`config.mk`:
```
export PLATFORM = sky130hd
export DESIGN_NAME = icycle_seq
export DESIGN_NICKNAME = d
export VERILOG_FILES = /design/src/rtl/seq_pkg.sv /design/src/rtl/seq_phase_gen.sv /design/src/rtl/seq_pc_unit.sv /design/src/rtl/seq_fetch_stage.sv /design/src/rtl/icycle_seq.sv
export SDC_FILE = /design/constraint.sdc
export NUM_CORES = 1
export LEC_CHECK = 0
export ABC_AREA = 1
export BUFFER_PORTS_ARGS = -buffer_cell sky130_fd_sc_hd__clkbuf_2
export CAP_MARGIN = 20
export CORE_MARGIN = 5
export CORE_UTILIZATION = 53
export CTS_BUF_LIST = sky130_fd_sc_hd__clkbuf_4 sky130_fd_sc_hd__clkbuf_8 sky130_fd_sc_hd__clkbuf_16
export CTS_CLUSTER_DIAMETER = 100
export CTS_CLUSTER_SIZE = 20
export DETAILED_ROUTE_END_ITERATION = 7
export PLACE_DENSITY = 0.84
export SYNTH_ARGS = -nofsm -noshare
export SYNTH_HDL_FRONTEND = slang
export SYNTH_SLANG_ARGS = --single-unit
export TNS_END_PERCENT = 30
```
`constraint.sdc`:
```
create_clock -name clk -period 2.12 [get_ports clk]
set_input_delay 0.212 -clock clk [delete_from_list [all_inputs] [get_ports clk]]
set_output_delay 0.212 -clock clk [all_outputs]
set_load 0.02 [all_outputs]
```
`src/rtl/seq_pkg.sv`:
```
package seq_pkg;
  localparam int NUM_PHASES = 4;
  typedef logic [NUM_PHASES-1:0] phase_vec_t;
  localparam phase_vec_t PHASE_T1 = phase_vec_t'(1);
endpackage

```
`src/rtl/seq_phase_gen.sv`:
```
module seq_phase_gen
  import seq_pkg::*;
(
  input  logic       clk,
  input  logic       rst_n,
  output phase_vec_t ring_o,
  output logic       sync_o
);
  phase_vec_t ring_q;
  logic       sync_q;

  // rotating one-hot ring, one stage per phase
  for (genvar i = 0; i < NUM_PHASES; i++) begin : g_ring
    localparam int PREV = (i == 0) ? NUM_PHASES - 1 : i - 1;
    always_ff @(posedge clk) begin
      if (!rst_n) ring_q[i] <= PHASE_T1[i];
      else        ring_q[i] <= ring_q[PREV];
    end
  end

  // separate sync flop: high in the clock that follows the last phase
  always_ff @(posedge clk) begin
    if (!rst_n) sync_q <= 1'b1;
    else        sync_q <= ring_q[NUM_PHASES-1];
  end

  assign ring_o = ring_q;
  assign sync_o = sync_q;
endmodule

```
`src/rtl/seq_pc_unit.sv`:
```
module seq_pc_unit #(
  parameter int PC_W = 12
) (
  input  logic            clk,
  input  logic            rst_n,
  input  logic            cycle_end,
  input  logic            redirect,
  input  logic [PC_W-1:0] target,
  output logic [PC_W-1:0] pc_o
);
  logic [PC_W-1:0] pc_q;
  logic [PC_W-1:0] pc_next;

  always_comb begin
    pc_next = pc_q;
    if (cycle_end) pc_next = redirect ? target : pc_q + PC_W'(1);
  end

  always_ff @(posedge clk) begin
    if (!rst_n) pc_q <= '0;
    else        pc_q <= pc_next;
  end

  assign pc_o = pc_q;
endmodule

```
`src/rtl/seq_fetch_stage.sv`:
```
module seq_fetch_stage #(
  parameter int IW = 16
) (
  input  logic          clk,
  input  logic          rst_n,
  input  logic          capture,
  input  logic          cycle_end,
  input  logic          br_req,
  input  logic [IW-1:0] rdata,
  output logic          redirect_o,
  output logic [IW-1:0] ir_o,
  output logic          valid_o
);
  logic [IW-1:0] pref_q;
  logic [IW-1:0] ir_q;
  logic          valid_q;
  logic          redirect;

  // a branch counts only from a real instruction at the last phase
  assign redirect = cycle_end & br_req & valid_q;

  always_ff @(posedge clk) begin
    if (!rst_n)       pref_q <= '0;
    else if (capture) pref_q <= rdata;
  end

  always_ff @(posedge clk) begin
    if (!rst_n) begin
      ir_q    <= '0;
      valid_q <= 1'b0;
    end else if (cycle_end) begin
      ir_q    <= pref_q;
      valid_q <= ~redirect;
    end
  end

  assign redirect_o = redirect;
  assign ir_o       = ir_q;
  assign valid_o    = valid_q;
endmodule

```
`src/rtl/icycle_seq.sv`:
```
module icycle_seq
  import seq_pkg::*;
#(
  parameter int PC_W = 12,
  parameter int IW   = 16
) (
  input  logic                  clk,
  input  logic                  rst_n,
  output logic [PC_W-1:0]       imem_addr,
  output logic                  imem_rd,
  input  logic [IW-1:0]         imem_rdata,
  input  logic                  br_req,
  input  logic [PC_W-1:0]       br_target,
  output logic [IW-1:0]         ir_q,
  output logic                  ir_valid,
  output logic [NUM_PHASES-1:0] phase,
  output logic                  t1_sync
);
  localparam int CAP_PH = 1;
  localparam int END_PH = NUM_PHASES - 1;

  phase_vec_t ring;
  logic       redirect;

  seq_phase_gen u_phase (
    .clk    (clk),
    .rst_n  (rst_n),
    .ring_o (ring),
    .sync_o (t1_sync)
  );

  seq_fetch_stage #(.IW(IW)) u_fetch (
    .clk        (clk),
    .rst_n      (rst_n),
    .capture    (ring[CAP_PH]),
    .cycle_end  (ring[END_PH]),
    .br_req     (br_req),
    .rdata      (imem_rdata),
    .redirect_o (redirect),
    .ir_o       (ir_q),
    .valid_o    (ir_valid)
  );

  seq_pc_unit #(.PC_W(PC_W)) u_pc (
    .clk       (clk),
    .rst_n     (rst_n),
    .cycle_end (ring[END_PH]),
    .redirect  (redirect),
    .target    (br_target),
    .pc_o      (imem_addr)
  );

  assign imem_rd = ring[0];
  assign phase   = ring;
endmodule

```
==> flow_summary.json <==
{
  "post-place-cells": 352,
  "post_synth_inst_count": 248,
  "yosysUniqueCellTypes": 25,
  "worst_setup_hold_path_clk_slew_ns": 0.09,
  "pwr_density_cell_nw_per_um2": 741.6,
  "tritoncts": "built",
  "timing.critical_path.arrival_ns": 1.64,
  "final_cycle_utilization_of_the_critical_path_pct": 67.40,
  "worstHoldStart": "imem_rdata[9]",
  "critPathKind": "reg2reg",
  "post_cts_hold_buffer_count": 0,
  "synth.most_common_cell": "sky130_fd_sc_hd__nor2_1",
  "start_util_pct": 54.27,
  "worst_pin_slew_ns": 0.5055,
  "chipHeight_um": 70.77,
  "syn_area_cell_um2": 7.891,
  "die_width_um": 70.77,
  "worst_slew_margin_rel_pct": 66.26,
  "h-tree-depth": 2,
  "yosys_register_bits": 49,
  "cts-resized-gates": 0,
  "series_of_cell_instances_along_the_critical_path": "ha_1 > nand3_1 > nor2_1 > nand2_1 > nand2_1 > nand3_1 > nand2_1 > nand2_1",
  "yosys-top-cells-count": "55 x sky130_fd_sc_hd__nor2_1, 49 x sky130_fd_sc_hd__dfxtp_1, 47 x sky130_fd_sc_hd__nand2_1, 21 x sky130_fd_sc_hd__o21ai_0, 16 x sky130_fd_sc_hd__a22o_1",
  "cells_on_worst_reg2reg_path": 8,
  "critical_path_maximum_fanout": 5,
  "layout-drive-gt1-share_pct": 27.24,
  "critical-path-slowest-cell": "sky130_fd_sc_hd__dfxtp_1",
  "core-area_um2": 3606,
  "worst_ep_required_time_ns": 2.33,
  "worst_r2r_endpoint": "u_pc.pc_o[8]",
  "peakVddDrop_v": 0.0005791,
  "ctsRootBufferMaster": "sky130_fd_sc_hd__clkbuf_8",
  "diodes": 0,
  "setup_total_negative_slack_ns": 0,
  "synth.yosys.warnings": 0,
  "ff2ff_setup_slack_ns": 0.69,
  "cts.sink_count": 49,
  "area_growth_pct": 23.40,
  "ys_top_cells_by_area": "sky130_fd_sc_hd__dfxtp_1 50%, sky130_fd_sc_hd__nor2_1 11%, sky130_fd_sc_hd__nand2_1 9.0%",
  "synth_enable_flop_cells": 0,
  "vias_per_cell": 5.114,
  "design.portCount": 66,
  "fillerInstances": 316,
  "max_freq_mhz": 699.8,
  "detail_route.iter0.violations": 114,
  "number_of_nets_with_antenna_violations_after_routing": 0,
  "fin_crit_ns": 1.429,
  "worstSetupStartpoint": "u_pc.pc_o[0]",
  "synthDominantCellAreaShare_pct": 50.13,
  "run_status": "finished, final reports clean",
  "r2r-start": "u_pc.pc_o[0]",
  "hold-path-endpoint": "u_fetch.pref_q[9]",
  "globalRouteTotalUtil_pct": 19.55,
  "critical-path-top-cell-by-count": "sky130_fd_sc_hd__nand2_1",
  "vias_in_the_first_global_route": 1796,
  "startpoint_type_of_the_worst_setup_path": "register",
  "setup-violations-final": 0,
  "cp_top_family": "simple AND/OR/NAND/NOR gates",
  "timing.final.hold_violations": 0,
  "clock_skew_ns": 0.007856,
  "max_stage_delay_ns": 0.41,
  "postRouteWirelength_um": 4635,
  "cts_buffer_depth": 2,
  "synthesis.nets": 280,
  "avgRoutedWirePerCell_um": 12.88,
  "clkLatencyLatePin_ns": 0.31,
  "post_layout_nonfiller_instances": 360,
  "postCtsSetupRepairBufs": 0,
  "grt_antenna_before_repair": 0,
  "worst_hold_path.num_cells": 3,
  "gr-total-overflow": 0,
  "gp_congestion": 0.7959,
  "report.final.slew_viol_count": 0,
  "seq_area_frac_synth_pct": 50.13,
  "grt_max_degree": 23,
  "power.leakage_nw": 1.184,
  "global_route_wire_length_before_repair_um": 7872,
  "fp-row-count": 22,
  "rsz0062_at_grt": "no",
  "cts_inserted_buffers": 5,
  "vias": 1841,
  "post_synthesis_async_set_or_reset_flop_share_pct": 0,
  "critical_path_buffer_and_inverter_count": 0,
  "placement.io_buffers": 65,
  "synth.largest_area_cell": "sky130_fd_sc_hd__dfxtp_1",
  "hp-class": "in2reg",
  "die_area_um2": 5008,
  "detail_route.first_pass.iterations": 4,
  "design.final.nets": 343,
  "dominantRegCellSynth": "sky130_fd_sc_hd__dfxtp_1",
  "hpwl_um": 3345,
  "synth_area_um2": 1957,
  "drcViolationCount": 0,
  "drv_cap": 0,
  "crit_end_element": "register"
}
[worst min-delay path: cells and delay by family]
family	cells	cell delay, ns
buffers and inverters	1	0.07
and+or+nand+nor	2	0.11
[placed cells by master, fill, tap and decap left out, types with 2 or more instances in the layout]
master / Yosys / layout
sky130_fd_sc_hd__clkbuf_8: 0 / 6
sky130_fd_sc_hd__dfxtp_1: 49 / 49
sky130_fd_sc_hd__nand2_1: 47 / 47
sky130_fd_sc_hd__nand3b_1: 4 / 4
sky130_fd_sc_hd__clkbuf_2: 0 / 65
sky130_fd_sc_hd__inv_2: 2 / 2
sky130_fd_sc_hd__buf_4: 5 / 5
sky130_fd_sc_hd__nand3_1: 10 / 10
sky130_fd_sc_hd__xnor2_1: 2 / 2
sky130_fd_sc_hd__o21ai_1: 6 / 6
sky130_fd_sc_hd__nor2_1: 55 / 55
sky130_fd_sc_hd__o21ai_0: 21 / 21
sky130_fd_sc_hd__inv_1: 12 / 12
sky130_fd_sc_hd__a22o_1: 16 / 16
[area by class of cell]
class | count | area [um^2] | share of cell area [%]
Clock buffer | 6 | 82.58 | 3.420
Tap cell | 48 | 60.06 | 2.487
Timing Repair Buffer | 70 | 362.8 | 15.03
Clock inverter | 2 | 37.54 | 1.554
Inverter | 14 | 52.55 | 2.176
Multi-Input combinational cell | 171 | 838.3 | 34.71
Sequential cell | 49 | 980.9 | 40.62
[worst max-delay path by stage]
stage              endpoint  slack (ns)  cells after the start
2_1_floorplan  u_pc.pc_o[8]        0.71                      8
3_5_place_dp   u_pc.pc_o[8]        0.71                      8
6_report       u_pc.pc_o[8]        0.69                      8
3_3_place_gp   u_pc.pc_o[7]        0.76                      5
4_1_cts        u_pc.pc_o[8]        0.70                      8
5_1_grt        u_pc.pc_o[8]        0.54                      8
[state kept, by name, summed over array words and instances, names as in the netlist]
register         flops
u_fetch.ir_o        16
u_fetch.valid_o      1
u_fetch.pref_q      16
u_phase.ring_o       4
u_pc.pc_o           12
[kinds of logic after synthesis]
logic type	after synthesis	synth area share, %
xor gates and xnor gates	3	1.343
adders and majority gates	1	0.6393
and+or+nand+nor	121	25.45
DFF	49	50.13
buffers and inverters	28	7.033
AOI/OAI and AO/OA	46	15.41
[per-layer routing]
| metal | global-route usage [%] | routed length, um | vias up |
|---|---|---|---|
| met2 | 33.68 | 2274 | 50 |
| met3 | 7.102 | 284 | 5 |
| li1 | - | - | 928 |
| met4 | 6.472 | 63 | 0 |
| met5 | 0 | 0 | - |
| met1 | 22.42 | 2014 | 858 |
[metrics by stage]
stage	power [mW]	utilization [%]	area (um^2)	setup slack (ns)	hold slack, ns
floorplan	1.057	-	1957	0.7060	0.3469
global placement	1.108	63.64	2295	0.7642	0.4357
detailed placement	1.112	63.64	2295	0.7144	0.4397
CTS	1.795	66.97	2415	0.6988	0.1227
global route	1.868	66.97	2415	0.5419	0.1066
finish	1.791	66.97	2415	0.6910	0.1206
[power by group]
group          leakage, nW  switching [mW]  internal (mW)
clock               0.0574           0.316          0.384
combinational        0.727          0.0733         0.0487
sequential           0.399          0.0194          0.950
No activity file was read; power rests on OpenSTA's default activity.
